**config.mk**
```make
export PLATFORM = sky130hd
export DESIGN_NAME = serial_ref_divider
export DESIGN_NICKNAME = d
export VERILOG_FILES = /design/src/rtl/refdiv_pkg.sv /design/src/rtl/refdiv_ctrl.sv /design/src/rtl/refdiv_dpath.sv /design/src/rtl/serial_ref_divider.sv
export SDC_FILE = /design/constraint.sdc
export NUM_CORES = 1
export LEC_CHECK = 0
export BUFFER_PORTS_ARGS = -buffer_cell sky130_fd_sc_hd__buf_2
export CAP_MARGIN = 20
export CORE_ASPECT_RATIO = 1.5
export CORE_MARGIN = 3
export CORE_UTILIZATION = 40
export CTS_CLUSTER_DIAMETER = 200
export DETAILED_ROUTE_END_ITERATION = 12
export PLACE_DENSITY = 0.67
export SETUP_SLACK_MARGIN = 0.3
export SLEW_MARGIN = 5
export SYNTH_ARGS = -nofsm -noshare
export SYNTH_HDL_FRONTEND = slang
export SYNTH_HIERARCHICAL = 1
export SYNTH_SLANG_ARGS = --single-unit
```
**constraint.sdc**
```tcl
create_clock -name clkXtal -period 2.85 [get_ports clkXtal]
set_input_delay 0.57 -clock clkXtal [delete_from_list [all_inputs] [get_ports clkXtal]]
set_output_delay 0.57 -clock clkXtal [all_outputs]
set_load 0.03 [all_outputs]
```
**src/rtl/refdiv_pkg.sv**
```systemverilog
package refdiv_pkg;
  localparam int FRAME_W = 23;
  localparam int CNT_W   = 11;
  // index in the shift register of word bit k is FRAME_W - k
  localparam int SEL_IDX     = FRAME_W - 23;
  localparam int CNT_MSB_IDX = FRAME_W - 10;
  localparam int CNT_LSB_IDX = CNT_MSB_IDX - CNT_W + 1;
  localparam int T8_IDX      = FRAME_W - 8;
  localparam int T9_IDX      = FRAME_W - 9;

  typedef struct packed {
    logic             load;
    logic [CNT_W-1:0] count;
  } ctrlStrobe_t;
endpackage

```
**src/rtl/refdiv_ctrl.sv**
```systemverilog
module refdiv_ctrl
  import refdiv_pkg::*;
#(
  parameter int SYNC_STAGES = 2,
  parameter int MIN_COUNT   = 5
) (
  input  logic        clk,
  input  logic        rst,
  input  logic        serClk,
  input  logic        serData,
  input  logic        serLatch,
  output ctrlStrobe_t stb,
  output logic        testMode
);
  localparam logic [CNT_W-1:0] MIN_CNT = CNT_W'(MIN_COUNT);

  logic [SYNC_STAGES:0] clkSync, dataSync, latchSync;
  logic [FRAME_W-1:0]   shReg;
  logic                 clkRise, latchRise, accept;
  logic [CNT_W-1:0]     rawCount, clampCount;

  always_ff @(posedge clk) begin
    if (rst) begin
      clkSync   <= '0;
      dataSync  <= '0;
      latchSync <= '0;
    end else begin
      clkSync   <= {clkSync[SYNC_STAGES-1:0], serClk};
      dataSync  <= {dataSync[SYNC_STAGES-1:0], serData};
      latchSync <= {latchSync[SYNC_STAGES-1:0], serLatch};
    end
  end

  assign clkRise   = clkSync[SYNC_STAGES-1] & ~clkSync[SYNC_STAGES];
  assign latchRise = latchSync[SYNC_STAGES-1] & ~latchSync[SYNC_STAGES];
  assign accept    = latchRise & ~shReg[SEL_IDX];
  assign rawCount  = shReg[CNT_MSB_IDX:CNT_LSB_IDX];
  assign clampCount = (rawCount < MIN_CNT) ? MIN_CNT : rawCount;

  always_ff @(posedge clk) begin
    if (rst) begin
      shReg    <= '0;
      stb      <= '0;
      testMode <= 1'b0;
    end else begin
      if (clkRise) shReg <= {shReg[FRAME_W-2:0], dataSync[SYNC_STAGES-1]};
      stb.load <= accept;
      if (accept) begin
        stb.count <= clampCount;
        testMode  <= ~(shReg[T8_IDX] & ~shReg[T9_IDX]);
      end
    end
  end

  // the flag only moves one cycle after an accepted latch edge
  p_flag_on_accept_r5: assert property (@(posedge clk) disable iff (rst)
    !$stable(testMode) |-> $past(latchRise && !shReg[SEL_IDX]));
  // a load never carries a count below the minimum
  p_load_min_r6: assert property (@(posedge clk) disable iff (rst)
    stb.load |-> stb.count >= MIN_CNT);
  // a load strobe only follows a latch edge
  p_load_after_latch_r1: assert property (@(posedge clk) disable iff (rst)
    stb.load |-> $past(latchRise));
endmodule

```
**src/rtl/refdiv_dpath.sv**
```systemverilog
module refdiv_dpath
  import refdiv_pkg::*;
#(
  parameter int PRE_W       = 3,
  parameter int RESET_COUNT = 5
) (
  input  logic        clk,
  input  logic        rst,
  input  ctrlStrobe_t stb,
  output logic        refPulse
);
  localparam logic [CNT_W-1:0] RST_CNT = CNT_W'(RESET_COUNT);

  logic [PRE_W-1:0] pre;
  logic [CNT_W-1:0] activeCount, pendCount, cnt, nextCount;
  logic             pendValid, preWrap, terminalHit;

  assign preWrap     = &pre;
  assign terminalHit = preWrap && (cnt == '0);
  assign nextCount   = pendValid ? pendCount : activeCount;

  always_ff @(posedge clk) begin
    if (rst) begin
      pre         <= '0;
      activeCount <= RST_CNT;
      pendCount   <= RST_CNT;
      pendValid   <= 1'b0;
      cnt         <= RST_CNT - 1'b1;
      refPulse    <= 1'b0;
    end else begin
      pre      <= pre + 1'b1;
      refPulse <= terminalHit;
      if (preWrap) begin
        if (cnt == '0) begin
          cnt         <= nextCount - 1'b1;
          activeCount <= nextCount;
          pendValid   <= 1'b0;
        end else begin
          cnt <= cnt - 1'b1;
        end
      end
      if (stb.load) begin
        pendCount <= stb.count;
        pendValid <= 1'b1;
      end
    end
  end

  // the pulse never lasts two cycles
  p_pulse_one_wide_r8: assert property (@(posedge clk) disable iff (rst)
    refPulse |=> !refPulse);
  // pulses line up with the prescaler wrap
  p_pulse_on_wrap_r3: assert property (@(posedge clk) disable iff (rst)
    refPulse |-> $past(preWrap));
  // the active ratio changes only at a terminal count
  p_swap_at_terminal_r7: assert property (@(posedge clk) disable iff (rst)
    !$stable(activeCount) |-> $past(terminalHit));
endmodule

```
**src/rtl/serial_ref_divider.sv**
```systemverilog
module serial_ref_divider
  import refdiv_pkg::*;
#(
  parameter int SYNC_STAGES = 2,
  parameter int PRE_W       = 3,
  parameter int MIN_COUNT   = 5
) (
  input  logic clkXtal,
  input  logic rst,
  input  logic serClk,
  input  logic serData,
  input  logic serLatch,
  output logic refPulse,
  output logic testMode
);
  ctrlStrobe_t stb;

  refdiv_ctrl #(.SYNC_STAGES(SYNC_STAGES), .MIN_COUNT(MIN_COUNT)) i_ctrl (
    .clk(clkXtal), .rst(rst), .serClk(serClk), .serData(serData),
    .serLatch(serLatch), .stb(stb), .testMode(testMode)
  );

  refdiv_dpath #(.PRE_W(PRE_W), .RESET_COUNT(MIN_COUNT)) i_dpath (
    .clk(clkXtal), .rst(rst), .stb(stb), .refPulse(refPulse)
  );
endmodule

```
==> results.md <==
- Register area share after synthesis: 0.460
- First-pass GRT wire length: 10.9 mm
- Instance area at placement: 3360 um2
- Met2 track demand over resource: 0.260
- Filler Cells Inserted: 745
- Final setup vio count: 0
- Die area: 9310 um2
- Crit path max-delay cell type: sky130_fd_sc_hd__dfxtp_1
- Routability congestion estimate: 0.868
- Data arrival, critical path: 2.48 ns
- Post-layout nets: 376
- Highest-count cells in the layout ignoring fill and taps: sky130_fd_sc_hd__dfxtp_1 (75), sky130_fd_sc_hd__nand2_1 (63), sky130_fd_sc_hd__nor2_1 (39)
- Worst-margin pin slew: 0.782 ns
- Max transition margin: 0.476
- CP endpoint kind: register
- Number of inserted diodes: 0
- Synth Area in XOR/XNOR: 0
- Distinct cell type count of the synthesized netlist: 55
- Post-Synthesis Cell Area: 3270 um2
- Final instance area: 3630 um2
- Reg2reg path depth: 9
- Mux share of post-synthesis cell area: 0.113
- Number of synthesis warnings: 6
- Area occupied by multi-input gates: 1640 um2
- Worst-case clock skew: 0.00477 ns
- Chip height: 117 um
- Crit path launch type: register
- Class of the most critical hold timing path: register to register
- Depth of the critical timing path with buffers and inverters included: 9
- Area added between synthesis and finish: 11.2%
- Number of instances in the synthesized netlist: 365
- Combined buffer and inverter count along the critical path: 0
- Fraction of the mapped netlist area in compound gates: 0.132
- Starting density of the core: 0.421
- Die outline width: 79.8 um
- Status: finished clean
- Post-layout minimum cycle time: 2.29 ns
- Worst Hold Slack: 0.427 ns
- Total via count in the routed design: 2511
- Ratio of final minimum period to clock period: 0.805
- Sequential cell area: 1500 um2
- Synth Area per Inst: 8.95 um2
- Delay-heaviest family, CP: simple AND/OR/NAND/NOR gates
- Iteration-0 DRC count of the detailed router: 131
- Most common cell after layout, fill and taps aside: sky130_fd_sc_hd__dfxtp_1
- Length of the first detailed-routing pass in iterations: 4
- Hold-fix buffers, CTS: 0
- Overflow left after global routing: 0
- Count of pins on the block boundary: 7
- RSZ-0062 raised after global routing: no
- Hold Fails Final Rpt: 0
- CTS Buf Count: 9
- Clock-pin slew on the worst setup and hold paths: 0.06 ns
- Achievable clock frequency: 0.436 GHz
- Critical path required time: 3.04 ns
- Combinational family with the most area after synthesis: simple AND/OR/NAND/NOR gates
- Highest net fanout along the worst path: 7
- Number of global-route vias before repair: 2455
- Source-to-sink clock delay at the later pin of the worst-skew pair: 0.32 ns
- Standby leakage power: 1.24 nW
- Post-Route WL: 6.15 mm
- Vias per std cell: 5.30
- Area share of fa/ha/maj cells after synthesis: 0.0115
- Reported max-cap violation count: 0
- Cell chain of the critical path: nor3_1, and4_1, a21oi_1, ha_1, nor4b_2, nand2_1, a21oi_1, and4_1, nor3_1
- Met1 capacity usage during global routing: 0.165
- Nets in the synthesized netlist: 373
- Critical Path Max Stage Delay: 0.42 ns
- Share of layout cells above drive strength 1: 0.108
- VDD IR-drop max: 0.358 mV
- Depth of the worst hold-timing path: 1
- Cell area power density: 604 nW/um2
- CTS sink cnt: 75
- Maximum clock path buffer count: 2
- Initial antenna violation count: 0
- Detail Placement HPWL: 4.30 mm
- Remaining antenna violation count: 0
- Pin count of the biggest net entering global routing: 35
- Number of storage elements in the synthesis netlist: 75
- Area fraction in and, or, nand and nor cells after synthesis: 0.242
- Placeable core area: 7760 um2
- Met3 global-route usage: 0.0332
- Max-slew violation total from the final report: 0
- Number of standard-cell rows in the floorplan: 39
- Post-route setup TNS: 0 ns
- Kind of critical path: register to register
- Total Routing Usage GR: 0.145
- Most used routing layer: met2
- Number of H-tree branching levels: 3
- Port bufs: 6
- Clock root buffer: sky130_fd_sc_hd__clkbuf_16
- DR DRC count: 0
- CTS tree: yes
- Wire length per cell: 13.0 um
## metrics by stage
stage	utilization	total power [mW]	instances	setup slack (ns)
floorplan	-	1.19	365	0.536
global placement	0.433	1.21	459	0.477
detailed placement	0.433	1.21	459	0.417
CTS	0.467	2.22	474	0.406
global route	0.468	2.28	474	0.336
finish	0.468	2.19	474	0.556
## cells by family after synthesis
kind of cell | Yosys count
muxes | 36
AOI/OAI and AO/OA | 69
DFF | 75
adders and majority gates | 3
and+or+nand+nor | 156
buffers and inverters | 26
## synth_stat cells (all sizes together)
| master | instances | area [um2] |
|---|---|---|
| a21oi | 34 | 170 |
| mux2i | 29 | 290 |
| nand3b | 1 | 7.51 |
| a31oi | 4 | 25.0 |
| o211ai | 2 | 15.0 |
| o21ai | 4 | 20.0 |
| a31o | 1 | 8.76 |
| or3b | 1 | 8.76 |
| nor3b | 6 | 55.1 |
| ha | 3 | 37.5 |
| dfxtp | 75 | 1500 |
| o21bai | 1 | 7.51 |
| and3 | 1 | 6.26 |
| buf | 13 | 85.1 |
| o41ai | 1 | 8.76 |
| a2bb2oi | 1 | 8.76 |
| o31a | 1 | 8.76 |
| a41oi | 1 | 8.76 |
| nand3 | 5 | 25.0 |
| inv | 5 | 18.8 |
| o311ai | 1 | 8.76 |
| or4b | 1 | 10.0 |
| nor3 | 8 | 40.0 |
| nand4 | 1 | 12.5 |
| nor2b | 12 | 75.1 |
| a221o | 1 | 10.0 |
| or3 | 3 | 18.8 |
| a22oi | 1 | 7.51 |
| nor4b | 4 | 53.8 |
| nand2 | 63 | 236 |
| mux2 | 7 | 78.8 |
| a211oi | 7 | 52.6 |
| clkbuf | 7 | 27.5 |
| a211o | 1 | 8.76 |
| o22ai | 3 | 18.8 |
| and4 | 2 | 17.5 |
| nor2 | 40 | 153 |
| nor4 | 5 | 52.6 |
| a221oi | 1 | 8.76 |
| a21o | 2 | 15.0 |
| o32a | 1 | 10.0 |
| clkinv | 1 | 3.75 |
| nand2b | 3 | 18.8 |
| a311o | 1 | 10.0 |
## power breakdown
part           internal [mW]  switching [mW]  total [mW]  leakage [nW]
clock                  0.606           0.399        1.01         0.124
combinational         0.0386          0.0640       0.103         0.504
sequential              1.07          0.0180        1.09         0.607
## registers in the layout, summed over array words and instances (netlist names)
signal               count
i_ctrl/clkSync           3
i_ctrl/dataSync          2
i_ctrl/latchSync         3
i_ctrl/shReg            16
i_ctrl/stb              12
i_ctrl/testMode          1
i_dpath/activeCount     11
i_dpath/cnt             11
i_dpath/pendCount       11
i_dpath/pendValid        1
i_dpath/pre              3
i_dpath/refPulse         1
## per-layer routing
layer / routed length [um] / share of wire / vias to the layer above
li1: - / - / 1288
met1: 2800 / 0.45 / 1174
met2: 3070 / 0.50 / 41
met3: 183 / 0.030 / 8
met4: 102 / 0.017 / 0
met5: 0 / 0 / -
## final timing paths
kind,startpoint,end,slack (ns)
min,i_dpath/pre[0],i_dpath/pre[0],0.43
max,i_dpath/cnt[8],i_dpath/cnt[10],0.56
min reg2reg,i_dpath/pre[0],i_dpath/pre[0],0.43
max reg2reg,i_dpath/cnt[8],i_dpath/cnt[10],0.56
## layout make-up
| class | instances | share of cell area |
|---|---|---|
| Clock buffer | 11 | 0.0668 |
| Clock inverter | 4 | 0.00758 |
| Inverter | 6 | 0.00620 |
| Multi-Input combinational cell | 264 | 0.450 |
| Sequential cell | 75 | 0.413 |
| Tap cell | 102 | 0.0351 |
| Timing Repair Buffer | 12 | 0.0207 |
## what timing repair did
| item | CTS | global route |
|---|---|---|
| setup endpoints to repair | 0 | 2 |
| gates resized for setup | 0 | 1 |
| setup buffers | 0 | 0 |
No activity file was read; power rests on OpenSTA's default activity.
